<file path="src/rtl/ccd_seq_pkg.sv">
`timescale 1ns/1ps
package ccd_seq_pkg;

  // strobes from the sequencing control to the datapath
  typedef struct packed {
    logic runPix;    // readout in progress
    logic clearPix;  // restart pixel counting (clear gate release next cycle)
    logic sampleEn;  // strobes permitted (not flushing)
    logic capInt;    // record integration start stamp
    logic capRead;   // record readout start stamp
  } seqCtl_t;

  typedef enum logic [2:0] {
    ST_HOLD,
    ST_ICG_LEAD,
    ST_SH_HIGH,
    ST_SH_TAIL,
    ST_ALIGN,
    ST_READ
  } seqState_t;

endpackage

</file>
<file path="src/rtl/ccd_seq_ctrl.sv">
`timescale 1ns/1ps
module ccd_seq_ctrl
  import ccd_seq_pkg::*;
#(
  parameter int ICG_LEAD_CYC = 4,
  parameter int SH_HIGH_CYC  = 20,
  parameter int SH_TAIL_CYC  = 20,
  parameter int FLUSH_FRAMES = 2
) (
  input  logic    clk,
  input  logic    rst_n,
  input  logic    runEn,
  input  logic    periodEnd,
  input  logic    readDone,
  input  logic    intPending,
  output seqCtl_t ctl,
  output logic    icgLow,
  output logic    shHigh
);

  localparam int MAX_DLY = (ICG_LEAD_CYC > SH_HIGH_CYC)
                         ? ((ICG_LEAD_CYC > SH_TAIL_CYC) ? ICG_LEAD_CYC : SH_TAIL_CYC)
                         : ((SH_HIGH_CYC > SH_TAIL_CYC) ? SH_HIGH_CYC : SH_TAIL_CYC);
  localparam int DLY_W   = $clog2(MAX_DLY + 1);
  localparam int FL_W    = $clog2(FLUSH_FRAMES + 1);

  seqState_t        state;
  logic [DLY_W-1:0] dly;
  logic [FL_W-1:0]  flushLeft;
  logic             flushing;
  logic             leadDone, highDone, tailDone;

  assign flushing = (flushLeft != '0);
  assign leadDone = (dly == DLY_W'(ICG_LEAD_CYC - 1));
  assign highDone = (dly == DLY_W'(SH_HIGH_CYC - 1));
  assign tailDone = (dly == DLY_W'(SH_TAIL_CYC - 1));

  always_ff @(posedge clk or negedge rst_n) begin
    if (!rst_n) begin
      state     <= ST_HOLD;
      dly       <= '0;
      flushLeft <= FL_W'(FLUSH_FRAMES);
    end else begin
      case (state)
        ST_HOLD: begin
          dly <= '0;
          if (flushing || (runEn && !intPending)) state <= ST_ICG_LEAD;
        end
        ST_ICG_LEAD: begin
          if (leadDone) begin
            state <= ST_SH_HIGH;
            dly   <= '0;
          end else dly <= dly + 1'b1;
        end
        ST_SH_HIGH: begin
          if (highDone) begin
            state <= ST_SH_TAIL;
            dly   <= '0;
          end else dly <= dly + 1'b1;
        end
        ST_SH_TAIL: begin
          if (tailDone) begin
            state <= ST_ALIGN;
            dly   <= '0;
          end else dly <= dly + 1'b1;
        end
        ST_ALIGN: begin
          if (periodEnd) state <= ST_READ;
        end
        ST_READ: begin
          if (readDone) begin
            state <= ST_HOLD;
            if (flushing) flushLeft <= flushLeft - 1'b1;
          end
        end
        default: state <= ST_HOLD;
      endcase
    end
  end

  always_comb begin
    ctl          = '0;
    ctl.runPix   = (state == ST_READ);
    ctl.clearPix = (state == ST_ALIGN) && periodEnd;
    ctl.capRead  = (state == ST_ALIGN) && periodEnd;
    ctl.capInt   = (state == ST_SH_HIGH) && highDone;
    ctl.sampleEn = !flushing;
  end

  assign icgLow = (state == ST_ICG_LEAD) || (state == ST_SH_HIGH) ||
                  (state == ST_SH_TAIL)  || (state == ST_ALIGN);
  assign shHigh = (state == ST_SH_HIGH);

endmodule

</file>
<file path="src/rtl/ccd_seq_dp.sv">
`timescale 1ns/1ps
module ccd_seq_dp
  import ccd_seq_pkg::*;
#(
  parameter int SYS_CLK_KHZ = 16000,
  parameter int MCLK_HALF   = 2,
  parameter int LEAD_DUMMY  = 32,
  parameter int IMAGE_PIX   = 1500,
  parameter int FRAME_PIX   = 1546,
  parameter int IDX_W       = 11,
  parameter int TS_W        = 32
) (
  input  logic             clk,
  input  logic             rst_n,
  input  seqCtl_t          ctl,
  input  logic [TS_W-1:0]  minIntUs,
  output logic             mclkHigh,
  output logic             periodEnd,
  output logic             readDone,
  output logic             intPending,
  output logic             sampleStrobe,
  output logic             pixelValid,
  output logic             frameDone,
  output logic [IDX_W-1:0] pixelIndex,
  output logic [TS_W-1:0]  intStartTs,
  output logic [TS_W-1:0]  readStartTs
);

  localparam int PERIOD   = 2 * MCLK_HALF;
  localparam int CNT_W    = $clog2(PERIOD);
  localparam int US_DIV   = SYS_CLK_KHZ / 1000;
  localparam int PRE_W    = $clog2(US_DIV + 1);
  localparam int LAST_IDX = FRAME_PIX - 1;
  localparam int IMG_END  = LEAD_DUMMY + IMAGE_PIX;

  logic [CNT_W-1:0] mCnt;
  logic [PRE_W-1:0] preCnt;
  logic [TS_W-1:0]  usCount;
  logic             pixPhase;
  logic [IDX_W-1:0] idx;
  logic             atLast;
  logic             periodStart;

  // master clock divider: high for the first half of each period
  always_ff @(posedge clk or negedge rst_n) begin
    if (!rst_n) mCnt <= '0;
    else if (periodEnd) mCnt <= '0;
    else mCnt <= mCnt + 1'b1;
  end

  assign periodEnd   = (mCnt == CNT_W'(PERIOD - 1));
  assign periodStart = (mCnt == '0);
  assign mclkHigh    = (mCnt < CNT_W'(MCLK_HALF));

  // microsecond time base
  always_ff @(posedge clk or negedge rst_n) begin
    if (!rst_n) begin
      preCnt  <= '0;
      usCount <= '0;
    end else if (preCnt == PRE_W'(US_DIV - 1)) begin
      preCnt  <= '0;
      usCount <= usCount + 1'b1;
    end else begin
      preCnt <= preCnt + 1'b1;
    end
  end

  always_ff @(posedge clk or negedge rst_n) begin
    if (!rst_n) begin
      intStartTs  <= '0;
      readStartTs <= '0;
    end else begin
      if (ctl.capInt)  intStartTs  <= usCount;
      if (ctl.capRead) readStartTs <= usCount;
    end
  end

  assign intPending = ((usCount - intStartTs) < minIntUs);

  // pixel counting: two master clock periods per pixel
  assign atLast = (idx == IDX_W'(LAST_IDX));

  always_ff @(posedge clk or negedge rst_n) begin
    if (!rst_n) begin
      pixPhase <= 1'b0;
      idx      <= '0;
    end else if (ctl.clearPix) begin
      pixPhase <= 1'b0;
      idx      <= '0;
    end else if (ctl.runPix && periodEnd) begin
      pixPhase <= ~pixPhase;
      if (pixPhase && !atLast) idx <= idx + 1'b1;
    end
  end

  assign readDone     = ctl.runPix && periodEnd && pixPhase && atLast;
  assign sampleStrobe = ctl.runPix && ctl.sampleEn && periodStart && !pixPhase;
  assign pixelValid   = sampleStrobe && (idx >= IDX_W'(LEAD_DUMMY)) &&
                        (idx < IDX_W'(IMG_END));
  assign pixelIndex   = idx;

  always_ff @(posedge clk or negedge rst_n) begin
    if (!rst_n) frameDone <= 1'b0;
    else frameDone <= sampleStrobe && atLast;
  end

endmodule

</file>
<file path="src/rtl/ccd_sequencer.sv">
`timescale 1ns/1ps
module ccd_sequencer
  import ccd_seq_pkg::*;
#(
  parameter int INVERT       = 0,
  parameter int SYS_CLK_KHZ  = 16000,
  parameter int MCLK_HALF    = 2,
  parameter int ICG_LEAD_CYC = 4,
  parameter int SH_HIGH_CYC  = 20,
  parameter int SH_TAIL_CYC  = 20,
  parameter int LEAD_DUMMY   = 32,
  parameter int IMAGE_PIX    = 1500,
  parameter int TRAIL_DUMMY  = 14,
  parameter int FLUSH_FRAMES = 2,
  parameter int TS_W         = 32,
  localparam int FRAME_PIX   = LEAD_DUMMY + IMAGE_PIX + TRAIL_DUMMY,
  localparam int IDX_W       = $clog2(FRAME_PIX)
) (
  input  logic             clk,
  input  logic             rst_n,
  input  logic             runEn,
  input  logic [TS_W-1:0]  minIntUs,
  output logic             mclkOut,
  output logic             icgOut,
  output logic             shOut,
  output logic             sampleStrobe,
  output logic [IDX_W-1:0] pixelIndex,
  output logic             pixelValid,
  output logic             frameDone,
  output logic [TS_W-1:0]  intStartTs,
  output logic [TS_W-1:0]  readStartTs
);

  seqCtl_t ctl;
  logic    periodEnd, readDone, intPending;
  logic    mclkHigh, icgLow, shHigh;

  ccd_seq_ctrl #(
    .ICG_LEAD_CYC (ICG_LEAD_CYC),
    .SH_HIGH_CYC  (SH_HIGH_CYC),
    .SH_TAIL_CYC  (SH_TAIL_CYC),
    .FLUSH_FRAMES (FLUSH_FRAMES)
  ) u_ctrl (
    .clk        (clk),
    .rst_n      (rst_n),
    .runEn      (runEn),
    .periodEnd  (periodEnd),
    .readDone   (readDone),
    .intPending (intPending),
    .ctl        (ctl),
    .icgLow     (icgLow),
    .shHigh     (shHigh)
  );

  ccd_seq_dp #(
    .SYS_CLK_KHZ (SYS_CLK_KHZ),
    .MCLK_HALF   (MCLK_HALF),
    .LEAD_DUMMY  (LEAD_DUMMY),
    .IMAGE_PIX   (IMAGE_PIX),
    .FRAME_PIX   (FRAME_PIX),
    .IDX_W       (IDX_W),
    .TS_W        (TS_W)
  ) u_dp (
    .clk          (clk),
    .rst_n        (rst_n),
    .ctl          (ctl),
    .minIntUs     (minIntUs),
    .mclkHigh     (mclkHigh),
    .periodEnd    (periodEnd),
    .readDone     (readDone),
    .intPending   (intPending),
    .sampleStrobe (sampleStrobe),
    .pixelValid   (pixelValid),
    .frameDone    (frameDone),
    .pixelIndex   (pixelIndex),
    .intStartTs   (intStartTs),
    .readStartTs  (readStartTs)
  );

  // output polarity chosen at build time for external inverting buffers
  generate
    if (INVERT != 0) begin : g_inv
      assign mclkOut = ~mclkHigh;
      assign icgOut  = icgLow;
      assign shOut   = ~shHigh;
    end else begin : g_true
      assign mclkOut = mclkHigh;
      assign icgOut  = ~icgLow;
      assign shOut   = shHigh;
    end
  endgenerate

endmodule

</file>
<file path="config.mk">
export PLATFORM = sky130hd
export DESIGN_NAME = ccd_sequencer
export DESIGN_NICKNAME = d
export VERILOG_FILES = /design/src/rtl/ccd_seq_pkg.sv /design/src/rtl/ccd_seq_ctrl.sv /design/src/rtl/ccd_seq_dp.sv /design/src/rtl/ccd_sequencer.sv
export SDC_FILE = /design/constraint.sdc
export NUM_CORES = 1
export LEC_CHECK = 0
export BUFFER_PORTS_ARGS = -buffer_cell sky130_fd_sc_hd__buf_4
export CELL_PAD_IN_SITES_DETAIL_PLACEMENT = 0
export CELL_PAD_IN_SITES_GLOBAL_PLACEMENT = 2
export CORE_AREA = 2 2 156 158
export CTS_CLUSTER_DIAMETER = 100
export DETAILED_ROUTE_END_ITERATION = 16
export DIE_AREA = 0 0 158 160
export MAX_ROUTING_LAYER = met4
export PLACE_DENSITY_LB_ADDON = 0.1
export RECOVER_POWER = 100
export SLEW_MARGIN = 20
export SYNTH_ARGS = -nofsm -noshare
export SYNTH_HDL_FRONTEND = slang
export SYNTH_SLANG_ARGS = --single-unit
export TNS_END_PERCENT = 10
</file>
<file path="constraint.sdc">
create_clock -name clk -period 4.5 [get_ports clk]
set_clock_uncertainty 0.2 [all_clocks]
set_input_delay 0.9 -clock clk [delete_from_list [all_inputs] [get_ports clk]]
set_output_delay 0.9 -clock clk [all_outputs]
set_load 0.02 [all_outputs]
</file>
# After elaboration in Yosys (flattened, before gate mapping)
# Index checks and enable logic that the tools add are counted.
# W data, S select, Z words.
# classes
add_sub_neg,7
reduce_logical,31
eq_ne,16
magnitude_cmp,4
mux,17
bitwise,2
# op_table
operator,count
$mux W11,3
$add A32 B1 Y32 const B,1
$lt A32 B32 Y1,1
$sub A32 B32 Y32,1
$mux W3,6
$pmux W3 S6,1
$mux W5,3
$pmux W5 S3,1
$logic_and A1 B1 Y1,13
$add A11 B1 Y11 const B,1
$eq A11 B11 Y1 const B,1
$ge A11 B6 Y1 const B,1
$lt A11 B11 Y1 const B,1
$add A5 B1 Y5 const B,2
$ne A2 B1 Y1 const B,5
$eq A3 B2 Y1 const B,2
$eq A3 B3 Y1 const B,2
$reduce_and A6 Y1,1
$reduce_bool A2 Y1,3
$eq A5 B2 Y1 const B,1
$eq A5 B4 Y1 const B,1
$eq A5 B5 Y1 const B,1
$logic_not A1 Y1,4
$logic_or A1 B1 Y1,4
other kinds (15),17
# totals
out_inout_bits,81
reg_bits,126
in_bits,35
elab_cells,88

# Logic depth before layout (Yosys ltp)
# Gate-level depths: netlist (run 1).
# depth
depth_word,7
ltp_mapped,20
depth_no_buf,20

# Modules after synthesis
# From an unflattened synthesis (run 1), not the netlist that was laid out.
# unflattened
hier_cells,826
area_unflattened_um2,7775.0
# modules_own_cells
mod,instances,cells_per_inst,area_per_inst_um2
ccd_seq_dp,1,759,7140.6
ccd_seq_ctrl,1,66,630.6
ccd_sequencer,1,1,3.8

# Worst setup path before layout (run 1)
# No wires, ideal clock.
# synth_path
path_type,register -> register
start,register u_dp.intStartTs[0]
end,register u_ctrl.state[0]
setup_ps,128
slack_ps,192
stages_incl_launch_ff,19
synth_period_minus_slack_ps,4308
arrival_time_ps,3981
path_buffers,0
cell_sequence,dfrtp_1 -> ha_1 -> inv_1 -> fa_1 -> a211oi_1 -> o21bai_2 -> a21oi_2 -> o311ai_2 -> a21oi_2 -> a21bo_1 -> a311oi_2 -> xor2_1 -> ha_1 -> nand4_1 -> or4_1 -> a21oi_1 -> o21ai_0 -> a21oi_1 -> mux2_1
# synth_between
elab_chain_len,7
# synth_rtl
element,line_no,rtl
from (decl),ccd_seq_dp.sv:25,"output logic [TS_W-1:0] intStartTs,"
from (signal assigned),ccd_seq_dp.sv:73,if (ctl.capInt) intStartTs <= usCount;
$sub A32 B32 Y32,ccd_seq_dp.sv:78,assign intPending = ((usCount - intStartTs) < minIntUs);
$lt A32 B32 Y1,ccd_seq_dp.sv:78,
$logic_not A1 Y1,ccd_seq_ctrl.sv:47,if (flushing || (runEn && !intPending)) state <= ST_ICG_LEAD;
$logic_and A1 B1 Y1,ccd_seq_ctrl.sv:47,
$logic_or A1 B1 Y1,ccd_seq_ctrl.sv:47,
$ne A2 B1 Y1 (no line),n/a,
$reduce_and A6 Y1 (no line),n/a,
to (signal assigned),ccd_seq_ctrl.sv:47,
to (signal assigned),ccd_seq_ctrl.sv:51,state <= ST_SH_HIGH;
to (signal assigned),ccd_seq_ctrl.sv:57,state <= ST_SH_TAIL;
to (decl),ccd_seq_ctrl.sv:27,seqState_t state;
# Every way passes these cells.
# A chain may end at the register's enable or synchronous reset.

# Final worst setup path (run 1)
# layout_path
start,register u_dp.intStartTs[1]
end,register u_ctrl.state[0]
# The elaborated chain is that of the path after synthesis.

==> key figures, run 1 <==
Critical path
  • Critical Path AT: 4.47 ns
  • CP top delay family: compound AO/OA/AOI/OAI gates
  • Crit-path max cell delay: 0.57 ns
  • Critical path type: reg2reg
  • CP Buf/Inv Count: 1
  • CP max FO: 3
  • Slowest cell on the critical path: or4_4
  • Startpoint Class: flop
  • Crit path cell chain: inv_1, ha_1, nor2b_1, o31a_1, o2111ai_2, a211oi_2, o21ai_2, a2bb2oi_4, mux2i_1, o2111ai_1, ha_1, nand4_1, or4_4, a21oi_4, o21ai_2, a21oi_2, mux2_1
  • Setup crit end kind: flop
  • CP required: 4.59 ns

Outcome
  • Failing checks: max-capacitance violations, max-slew violations
  • Status: finished, violations left

Power
  • Switch share: 23.15%
  • Pwr/cell area: 278.4 nW/µm²
  • Pleak: 0.004871 µW
  • Switch Pwr: 630.3 µW
  • Reg power frac: 42.2%
  • Peak supply drop: 0.0002163 V
  • Clock network fraction of design power: 53.1%
  • Combinational Power Share: 4.7%
  • P_int: 2093 µW

STA
  • Post-layout minimum cycle time: 4.373 ns
  • Final setup fails: 0
  • Worst Tran Pin Value: 1.685 ns
  • Worst setup margin: 0.1273 ns
  • Sum Neg Setup Slack: 0 ns
  • Fmax achieved: 228.7 MHz
  • Final Cycle Share: 97.17%
  • Final Hold Fails: 0
  • Slew HR: -12.31%
  • RSZ-0062 raised after global routing: yes
  • Final Max Tran Viols: 81
  • Hold_ws: 0.2506 ns

Clock network
  • Reg clk slew, reported paths: 0.06 ns
  • Cts hold-fix bufs: 0
  • Clk buf depth: 2
  • Clock sinks: 126
  • CTS tree: built
  • Root buf cell: clkbuf_16
  • Num CTS Buffers: 17
  • H-tree levels: 4
  • Worst-Skew Late Latency: 0.42 ns

Synthesis
  • Post-synth top area cell: dfrtp_1
  • Yosys top cell area share: 40.89%
  • FF+latch count, synth: 126
  • Post-synth ARST share: 100.0%
  • Commonest cells in the netlist: dfrtp_1 (125), inv_1 (77), ha_1 (70)
  • Yosys cell types: 64
  • Post-synth EDFFs: 0
  • Synth Area per Inst: 10.17 µm²
  • Post-synthesis sequential area ratio: 41.23%
  • Ranking of synthesized cells by area: dfrtp_1 (41%), ha_1 (11%), mux2_2 (9.4%), xnor2_1 (5.5%), inv_1 (3.8%)
  • Post-Syn Instances: 752
  • Synthesized area: 7650 µm²
  • Ys Warns: 0
  • Count leader, synth: dfrtp_1
  • Synthesized net count: 858
  • Synth Flop Type: dfrtp_1

GRT
  • Gr ovfl total: 0
  • Wire length of the first global-routing pass: 34710 µm
  • Largest net degree at the start of global routing: 65
  • Vias in the first global route: 6566
  • Initial antenna violation count: 0
  • All-Layer GR Usage: 18.14%

Drt
  • Final wirelength: 21530 µm
  • Routed Antenna Nets: 0
  • Routed vias/inst: 4.799
  • Initial DRT Pass Iterations: 4
  • Wire length per cell: 16.73 µm
  • Vias: 6176
  • Initial drt markers: 206
  • Drt drc: 0

Floorplan
  • Row Count: 57
  • Die W: 158 µm
  • I/O Pins: 116
  • Die area: 25280 µm²
  • Die Ht: 160 µm
  • Initial Util: 32.11%
  • Core ar.: 23820 µm²

Job
  • Max_cap viols: 2

Layout
  • Final #Nets: 1056
  • Share of cells above drive strength 1: 23.47%
  • Synthesis-to-finish area growth: 27.85%
  • Antenna cells: 0
  • Post-Layout Cell Count: 1287
  • Number of fill cells: 2451

Placement
  • Post-DP HPWL: 16730 µm
  • Cells after DPL: 1253
  • Port Buffers: 115
  • Placer Congestion: 0.8303
  • Pre-CTS worst setup slack: -0.1946 ns

Hold path
  • Hold crit path type: reg2reg
-- area by class of cell --
cell class	instances	area (µm²)	share of cell area (%)
multi-input combinational	538	4218	43.12
sequential	126	3154	32.25
timing repair buffer	190	1099	11.23
clock buffer	20	456.7	4.669
tap	324	405.4	4.145
inverter	77	289.0	2.955
clock inverter	12	158.9	1.625
-- worst reg2reg max path: cells and delay by family (launching register included) --
family,cells,cell delay (ns)
compound gates,9,1.66
fa+ha+maj,2,0.60
buf+inv,1,0.05
flops,1,0.34
mux,2,0.54
simple gates,3,0.87
-- placed cells by master, fill, tap and decap left out, types with 22 or more instances in the layout --
cell type / instances
a21oi_1: 40
buf_4: 102
clkbuf_1: 87
dfrtp_1: 125
ha_1: 69
inv_1: 77
mux2_2: 64
nand2_1: 47
nand3_1: 27
nor2_1: 44
o21ai_0: 22
xnor2_1: 48
xor2_1: 25
-- path summary, 6_finish.rpt --
check / slack, ns / from / end / cells after the start
setup / recovery: 0.13 / u_dp.intStartTs[1]$_DFFE_PN0P_ / u_ctrl.state[0]$_DFFE_PN0P_ / 17
hold / removal: 0.25 / u_dp.mCnt[0]$_DFF_PN0_ / u_dp.mCnt[0]$_DFF_PN0_ / 1
setup reg to reg: 0.13 / u_dp.intStartTs[1]$_DFFE_PN0P_ / u_ctrl.state[0]$_DFFE_PN0P_ / 17
hold reg to reg: 0.25 / u_dp.mCnt[0]$_DFF_PN0_ / u_dp.mCnt[0]$_DFF_PN0_ / 1
max in group asynchronous: 1.28 / rst_n / u_dp.readStartTs[5]$_DFFE_PN0P_ / 2
min in group asynchronous: 0.72 / rst_n / u_dp.intStartTs[31]$_DFFE_PN0P_ / 1
-- sequential cells by signal, indices dropped and copies added, names as in the netlist --
| register | cells |
|---|---|
| u_ctrl.state | 3 |
| u_dp.mCnt | 2 |
| u_dp.pixelIndex | 11 |
| u_dp.pixPhase | 1 |
| u_dp.frameDone | 1 |
| u_dp.preCnt | 5 |
| u_dp.readStartTs | 32 |
| u_ctrl.flushLeft | 2 |
| u_dp.usCount | 32 |
| u_dp.intStartTs | 32 |
| u_ctrl.dly | 5 |
-- logic make-up (layout without fill, tap and decap cells) --
kind of cell / after synthesis / count (layout) / synth area share [%]
compound gates: 138 / 138 / 11.78
xor+xnor: 73 / 73 / 8.358
fa+ha+maj: 71 / 71 / 11.71
buf+inv: 88 / 299 / 4.367
flops: 126 / 126 / 41.23
mux: 67 / 67 / 9.830
simple gates: 189 / 189 / 12.73
-- layer usage --
metal	GRT usage (%)	wire length [µm]
met5	-	0
met4	4.341	241
met3	3.419	696
met2	29.76	10470
met1	23.14	10110
-- stage by stage --
stage	power, µW	instance area [µm²]	utilization [%]
final	2723	9781	41.06
after global routing	2825	9781	41.06
after global placement	1296	9442	39.64
after floorplan	1221	7650	-
after CTS	2769	10110	42.44
after detailed placement	1301	9442	39.64
-- power by group through the flow --
stage               Sequential, µW  Combinational, µW  Clock [µW]
detailed placement            1170                129           0
finish                        1150                127        1450
CTS                           1150                132        1490
global placement              1170                125           0
floorplan                     1160               58.4           0
global route                  1150                145        1530
-- what timing repair did --
item	in CTS	in global routing
pin swaps	3	14
endpoints found under the hold margin	0	0
buffers inserted	2	0
gates cloned	0	0
gates resized for setup	7	14
setup endpoints to repair	2	2
No activity file was read; power rests on OpenSTA's default activity.
==> run 2: changes to the inputs <==
--- a/config.mk
+++ b/config.mk
@@ -14,7 +14,6 @@
 export DIE_AREA = 0 0 158 160
 export MAX_ROUTING_LAYER = met4
 export PLACE_DENSITY_LB_ADDON = 0.1
-export RECOVER_POWER = 100
 export SLEW_MARGIN = 20
 export SYNTH_ARGS = -nofsm -noshare
 export SYNTH_HDL_FRONTEND = slang
==> run 2 against run 1 <==
The run now ends clean. Combinational power increased by 3%. Clock power about the same. Via count about the same. Routed wire length about the same. Critical path depth unchanged. Total power about the same. Fmax decreased by 0.12%. Sequential share of layout area decreased by 1.2 points. Global-route usage unchanged. Critical path type unchanged.
==> key figures, run 2 (synthesized netlist as in run 1, its figures left out) <==
Layout
  • Synthesis-to-finish area growth: 32.96%
  • Most frequent cells in the layout: buf_4 (189), dfrtp_1 (125), inv_1 (77), ha_1 (69), mux2_2 (64)
  • Post-route cell area: 10170 µm² (+4.0%)
  • Antenna cells: 0 (unchanged)
  • Storage cell area: 3154 µm² (unchanged)
  • Largest registers: u_dp.intStartTs (32), u_dp.readStartTs (32), u_dp.usCount (32)
  • Commonest non-fill, non-tap cell in the layout: buf_4
  • Number of fill cells: 2377 (-3.0%)
  • Final #Nets: 1056 (unchanged)
  • Share of cells above drive strength 1: 33.44% (+10 points)
  • Multi-input gate area: 4268 µm² (+1.2%)

STA
  • Final Hold Fails: 0 (unchanged)
  • Slew HR: 27.78% (+40 points)
  • RSZ-0062 raised after global routing: yes
  • Hold_ws: 0.2506 ns (-0.00002000 ns)
  • Fmax achieved: 228.4 MHz (-0.12%)
  • Final Max Tran Viols: 0 (-100%)
  • Final setup fails: 0 (unchanged)
  • Post-layout minimum cycle time: 4.378 ns (+0.005211 ns)
  • Final Cycle Share: 97.29% (+0.12 points)
  • Worst Tran Pin Value: 1.080 ns (-0.6043 ns)
  • Sum Neg Setup Slack: 0 ns (unchanged)

Clock network
  • Root buf cell: clkbuf_16
  • Reg clk slew, reported paths: 0.06 ns (about the same)
  • Cts hold-fix bufs: 0 (unchanged)
  • Num CTS Buffers: 17 (unchanged)
  • H-tree levels: 4 (unchanged)
  • Worst-Skew Late Latency: 0.41 ns (about the same)
  • CTS tree: built
  • Clock sinks: 126 (unchanged)
  • Clk buf depth: 2 (unchanged)

Placement
  • Placer Congestion: 0.8303 (unchanged)
  • Dpl cell area: 9442 µm² (unchanged)
  • Port Buffers: 115 (unchanged)
  • Post-DP HPWL: 16730 µm (unchanged)

Critical path
  • Worst setup path startpoint: u_dp.intStartTs[1]$_DFFE_PN0P_
  • Crit-path max cell delay: 0.57 ns (about the same)
  • Crit path cell chain: inv_1, ha_1, nor2b_1, o31a_1, o2111ai_2, a211oi_2, o21ai_2, a2bb2oi_4, mux2i_1, o2111ai_1, ha_1, nand4_1, or4_4, a21oi_4, o21ai_2, a21oi_2, mux2_1
  • Slowest cell on the critical path: or4_4
  • Critical path type: reg2reg
  • Setup crit end kind: flop
  • CP required: 4.59 ns (about the same)
  • CP max FO: 3 (unchanged)
  • RR Startpoint: u_dp.intStartTs[1]$_DFFE_PN0P_
  • Critical Path AT: 4.47 ns (about the same)
  • Startpoint Class: flop
  • R2r endpoint: u_ctrl.state[0]$_DFFE_PN0P_
  • Reg-to-reg setup timing slack: 0.12 ns (about the same)
  • R2R cell count: 17 (unchanged)

Hold path
  • Hold crit path type: reg2reg
  • Hold endpoint: u_dp.mCnt[0]$_DFF_PN0_
  • Hold path depth: 1 (unchanged)
  • Worst Min Path Start: u_dp.mCnt[0]$_DFF_PN0_

GRT
  • Gr ovfl total: 0 (unchanged)
  • Vias in the first global route: 6566 (unchanged)
  • Wire length of the first global-routing pass: 34710 µm (unchanged)
  • All-Layer GR Usage: 18.14% (unchanged)
  • Largest net degree at the start of global routing: 65 (unchanged)
  • Initial antenna violation count: 0 (unchanged)

Drt
  • Final wirelength: 21520 µm (about the same)
  • Routed vias/inst: 4.797 (about the same)
  • Vias: 6174 (-0.032%)
  • Initial DRT Pass Iterations: 4 (unchanged)
  • Drt drc: 0 (unchanged)
  • Initial drt markers: 211 (+2.4%)
  • Routed Antenna Nets: 0 (unchanged)
  • Wire length per cell: 16.72 µm (about the same)

Floorplan
  • Initial Util: 32.11% (unchanged)
  • I/O Pins: 116 (unchanged)
  • Die Ht: 160 µm (unchanged)
  • Core ar.: 23820 µm² (unchanged)
  • Die area: 25280 µm² (unchanged)
  • Die W: 158 µm (unchanged)
  • Row Count: 57 (unchanged)

Outcome
  • Status: finished, final reports clean

Power
  • Peak supply drop: 0.0002154 V (-0.42%)
  • Pwr/cell area: 268.0 nW/µm² (-3.7%)
  • Pleak: 0.005245 µW (+7.7%)

Job
  • Max_cap viols: 0 (-2)
[run 2: changes by cell type in the layout (fill, tap and decap cells not counted), sizes merged]
cell    delta
clkbuf    -88
buf       +88
[run 2: worst max path at each step]
stage | end | slack [ns]
finish | u_ctrl.state[0]$_DFFE_PN0P_ | 0.12
global route | u_ctrl.state[0]$_DFFE_PN0P_ | -0.08
CTS | u_ctrl.state[0]$_DFFE_PN0P_ | 0.01
detailed placement | u_ctrl.state[0]$_DFFE_PN0P_ | -0.19
global placement | u_ctrl.state[0]$_DFFE_PN0P_ | -0.1
floorplan | u_ctrl.state[0]$_DFFE_PN0P_ | 0.19
[run 2: power breakdown]
group | switching (µW) | total, µW | internal [µW]
combinational | 77.8 | 131 | 53.0
clock | 538 | 1440 | 905
sequential | 13.4 | 1150 | 1140
total | 629 | 2730 | 2100
[run 2: worst max-delay path: cells and delay by family (launching register included)]
kind	cells	cell delay, ns
fa+ha+maj	2	0.59
buf+inv	1	0.05
compound gates	9	1.67
flops	1	0.34
simple gates	3	0.87
mux	2	0.54
[run 2: timing repair]
item / CTS / global route
setup endpoints to repair: 2 / 2
gates resized for setup: 7 / 14
pin swaps: 3 / 14
buffers inserted: 2 / 0
[run 2: area by class of cell]
cell class,instances,share of cell area (%)
clock inverters,12,1.562
repair buffers,190,14.15
multi-input cells,538,41.96
clock buffers,20,4.490
well taps,324,3.986
inverters,77,2.842
flip-flops and latches,126,31.01
[run 2: layer usage]
metal  vias up  GRT usage [%]  wire length, µm
met5         -              -                0
met4         0          4.341              235
met3        16          3.419              775
met2       105          29.76            10510
met1      3014          23.14             9998
li1       3039              -                -
[run 2: metrics by stage]
stage,total power [µW],std cells,util (%),setup slack (ns)
after floorplan,1221,752,-,0.1919
after global placement,1296,1253,39.64,-0.09922
after detailed placement,1301,1253,39.64,-0.1946
after CTS,2769,1287,42.44,0.01060
after global routing,2830,1287,42.70,-0.08084
final,2726,1287,42.70,0.1221
==> run 3: changes to the inputs <==
--- a/config.mk
+++ b/config.mk
@@ -8,14 +8,15 @@
 export BUFFER_PORTS_ARGS = -buffer_cell sky130_fd_sc_hd__buf_4
 export CELL_PAD_IN_SITES_DETAIL_PLACEMENT = 0
 export CELL_PAD_IN_SITES_GLOBAL_PLACEMENT = 2
-export CORE_AREA = 2 2 156 158
+export CORE_AREA = 2 2 159 161
 export CTS_CLUSTER_DIAMETER = 100
 export DETAILED_ROUTE_END_ITERATION = 16
-export DIE_AREA = 0 0 158 160
+export DIE_AREA = 0 0 161 163
 export MAX_ROUTING_LAYER = met4
 export PLACE_DENSITY_LB_ADDON = 0.1
 export SLEW_MARGIN = 20
 export SYNTH_ARGS = -nofsm -noshare
 export SYNTH_HDL_FRONTEND = slang
+export SYNTH_HIERARCHICAL = 1
 export SYNTH_SLANG_ARGS = --single-unit
 export TNS_END_PERCENT = 10
==> run 3 against run 2 <==
Critical path depth grew 6. Clock-buffer cell count fell by 3. Total power fell by 0.10%. Sequential power barely moved. Core utilization fell by 1.6 points. Largest cell class unchanged. Critical endpoint is now u_ctrl/state[0]$_DFFE_PN0P_. Critical path type unchanged. Global-route usage down 0.91 points. Routed wire length decreased by 0.62%. Clock power increased by 6%. Area after synthesis up 1.6%. Synthesized cell count up 9.8%. Final cell count is 3.3% higher. Non-clock buffer count shrank 19.
==> key figures, run 3 <==
Floorplan
  • Initial Util: 31.51% (-0.60 points)
  • Row Count: 58 (+1.8%)
  • I/O Pins: 116 (unchanged)
  • Die area: 26240 µm² (+3.8%)
  • Core ar.: 24670 µm² (+3.6%)
  • Die W: 161 µm (+1.9%)
  • Die Ht: 163 µm (+1.9%)

Placement
  • Port Buffers: 115 (unchanged)
  • Placer Congestion: 0.8098 (-2.5%)
  • Post-DP HPWL: 16470 µm (-1.5%)
  • Dpl cell area: 9344 µm² (-1.0%)

Clock network
  • Clock sinks: 126 (unchanged)
  • Num CTS Buffers: 17 (unchanged)
  • Root buf cell: clkbuf_16
  • Clk buf depth: 2 (unchanged)
  • H-tree levels: 4 (unchanged)
  • Worst-Skew Late Latency: 0.43 ns (+0.02 ns)
  • CTS tree: built
  • Cts hold-fix bufs: 0 (unchanged)
  • Reg clk slew, reported paths: 0.06 ns (about the same)

GRT
  • Gr ovfl total: 0 (unchanged)
  • Wire length of the first global-routing pass: 34530 µm (-0.54%)
  • Initial antenna violation count: 0 (unchanged)
  • Largest net degree at the start of global routing: 78 (+20%)
  • All-Layer GR Usage: 17.23% (-0.91 points)
  • Vias in the first global route: 6468 (-1.5%)

Power
  • Peak supply drop: 0.0001895 V (-12%)
  • Power Total: 2723 µW (-0.10%)
  • Pleak: 0.005222 µW (-0.44%)
  • Pwr/cell area: 268.6 nW/µm² (+0.24%)

Synthesis
  • Multiplexer area fraction after synthesis: 5.455% (-4.4 points)
  • Count leader, synth: dfrtp_1
  • Synthesized area: 7775 µm² (+1.6%)
  • Largest family of logic cells by synthesized area: simple AND/OR/NAND/NOR gates
  • Commonest cells in the netlist: dfrtp_1 (125), nand2_1 (83), inv_1 (81)
  • Post-synthesis sequential area ratio: 40.57% (-0.66 points)
  • Yosys cell types: 66 (+3.1%)
  • Synthesized net count: 933 (+8.7%)
  • FF+latch count, synth: 126 (unchanged)
  • Post-synth EDFFs: 0 (unchanged)
  • Synth Area in Simple Gates: 15.05% (+2.3 points)
  • Synth Flop Type: dfrtp_1
  • Ranking of synthesized cells by area: dfrtp_1 (40%), ha_1 (11%), mux2_2 (5.1%), xnor2_1 (4.8%), nand2_1 (4.0%)
  • Post-Syn Instances: 826 (+9.8%)
  • Post-synth ARST share: 100.0% (unchanged)
  • Compound-cell area share of the yosys netlist: 13.24% (+1.5 points)
  • Adder and majority cell fraction of the synthesized area: 11.68% (-0.028 points)
  • Post-synth top area cell: dfrtp_1
  • Ys Warns: 6 (+6)
  • Xor and xnor area share after synthesis: 8.561% (+0.20 points)
  • Yosys top cell area share: 40.23% (-0.66 points)
  • Synth Area per Inst: 9.413 µm² (-7.5%)

Critical path
  • Slowest cell on the critical path: a221o_2
  • Critical Path AT: 4.47 ns (about the same)
  • Crit path cell chain: inv_2, ha_4, inv_2, fa_2, a21o_1, a221o_2, buf_4, nand3_2, o41ai_4, buf_4, and2_1, nor3_2, xnor2_1, ha_1, a21o_1, a21oi_1, o21ai_0, nand2_1, o2111ai_1, a21oi_2, nand2b_4, a211oi_2, a221o_1
  • Critical path type: reg2reg
  • Crit-path max cell delay: 0.40 ns (-0.17 ns)
  • CP required: 4.60 ns (about the same)
  • Startpoint Class: flop
  • Setup crit end kind: flop
  • CP max FO: 2 (-1)

STA
  • Fmax achieved: 229.0 MHz (+0.26%)
  • Worst Tran Pin Value: 0.7851 ns (-0.2952 ns)
  • Final Hold Fails: 0 (unchanged)
  • Slew HR: 47.66% (+20 points)
  • Final Cycle Share: 97.03% (-0.26 points)
  • Post-layout minimum cycle time: 4.366 ns (-0.01154 ns)
  • Final setup fails: 0 (unchanged)
  • Sum Neg Setup Slack: 0 ns (unchanged)
  • Final Max Tran Viols: 0 (unchanged)
  • Hold_ws: 0.2562 ns (+0.005558 ns)
  • RSZ-0062 raised after global routing: yes

Drt
  • Routed vias/inst: 4.736 (-1.3%)
  • Final wirelength: 21390 µm (-0.62%)
  • Initial DRT Pass Iterations: 5 (+1)
  • Routed Antenna Nets: 0 (unchanged)
  • Wire length per cell: 16.09 µm (-3.8%)
  • Vias: 6294 (+1.9%)
  • Drt drc: 0 (unchanged)
  • Initial drt markers: 424 (+100%)

Layout
  • Post-route cell area: 10140 µm² (-0.34%)
  • Commonest non-fill, non-tap cell in the layout: buf_4
  • Largest registers: u_dp/intStartTs (32), u_dp/readStartTs (32), u_dp/usCount (32)
  • Final #Nets: 1094 (+3.6%)
  • Antenna cells: 0 (unchanged)
  • Most frequent cells in the layout: buf_4 (169), dfrtp_1 (125), nand2_1 (83), inv_1 (79), ha_1 (70)
  • Synthesis-to-finish area growth: 30.37%
  • Share of cells above drive strength 1: 27.43% (-6.0 points)

Outcome
  • Status: finished, final reports clean

Hold path
  • Hold crit path type: reg2reg

Job
  • Max_cap viols: 0 (unchanged)
==> run 3: cell types whose count changed in the layout (fill, tap and decap cells not counted), moves of 3 or more <==
| cell | delta |
|---|---|
| a21oi_1 | +7 |
| and2_1 | +3 |
| buf_4 | -20 |
| mux2_2 | -29 |
| nand2_1 | +36 |
| nand4_1 | -3 |
| nor2_1 | +9 |
| nor3_1 | -3 |
| o21ai_0 | +30 |
| o21ai_1 | -7 |
| xnor2_1 | -5 |
| xor2_1 | +8 |
==> run 3: power breakdown <==
part           total, µW  switching (µW)  internal [µW]  leakage [µW]
clock               1520             578            937      0.000303
sequential          1130               0           1130       0.00172
combinational       74.3            44.0           30.4       0.00320
==> run 3: per-layer routing <==
metal	track usage, %	up-vias	wire [µm]
met1	24.26	2985	11030
met4	4.708	0	253
met3	2.801	20	747
met2	25.75	120	9353
met5	-	-	0
li1	-	3169	-
==> run 3: final cells by class <==
| type | count | area, µm² |
|---|---|---|
| clock buffers | 17 | 425.4 |
| clock inverters | 14 | 207.7 |
| fillers | 2448 | 14540 |
| inverters | 81 | 304.0 |
| multi-input cells | 590 | 4332 |
| flip-flops and latches | 126 | 3154 |
| well taps | 330 | 412.9 |
| repair buffers | 171 | 1300 |
==> run 3: stage by stage <==
step	setup WS (ns)	std cells	util, %
5_1_grt	-0.1288	1329	41.08
3_3_place_gp	-0.09887	1295	37.87
4_1_cts	0.007411	1326	40.53
2_1_floorplan	0.3083	826	-
3_5_place_dp	-0.2268	1295	37.87
6_report	0.1336	1329	41.08
==> run 3: critical path, delay by kind of cell (launching register included) <==
family          cells  cell delay [ns]
compound gates     10             1.68
flops               1             0.38
xor+xnor            1             0.16
fa+ha+maj           3             0.74
simple gates        5             0.66
buf+inv             4             0.42
==> run 3: worst paths after layout <==
check | endpoint | from | depth (start not counted) | slack [ns]
min in group asynchronous | u_ctrl/dly[0]$_DFFE_PN0P_ | rst_n | 1 | 0.32
max in group asynchronous | u_dp/readStartTs[31]$_DFFE_PN0P_ | rst_n | 2 | 3.01
min reg2reg | u_dp/mCnt[0]$_DFF_PN0_ | u_dp/mCnt[0]$_DFF_PN0_ | 1 | 0.26
max reg2reg | u_ctrl/state[0]$_DFFE_PN0P_ | u_dp/usCount[0]$_DFFE_PN0P_ | 23 | 0.13
max | u_ctrl/state[0]$_DFFE_PN0P_ | u_dp/usCount[0]$_DFFE_PN0P_ | 23 | 0.13
min | u_dp/mCnt[0]$_DFF_PN0_ | u_dp/mCnt[0]$_DFF_PN0_ | 1 | 0.26
==> run 3: timing repair <==
item | in CTS | in global routing
endpoints found under the setup margin | 1 | 1
resized for setup | 4 | 22
pin swaps | 2 | 14
buffers inserted | 0 | 3
==> run 3: cells by family (layout without fill, tap and decap cells) <==
family	count (synthesis)	in the layout
flops	126	126
mux	38	38
fa+ha+maj	72	72
compound gates	165	165
buf+inv	110	283
simple gates	239	239
xor+xnor	76	76
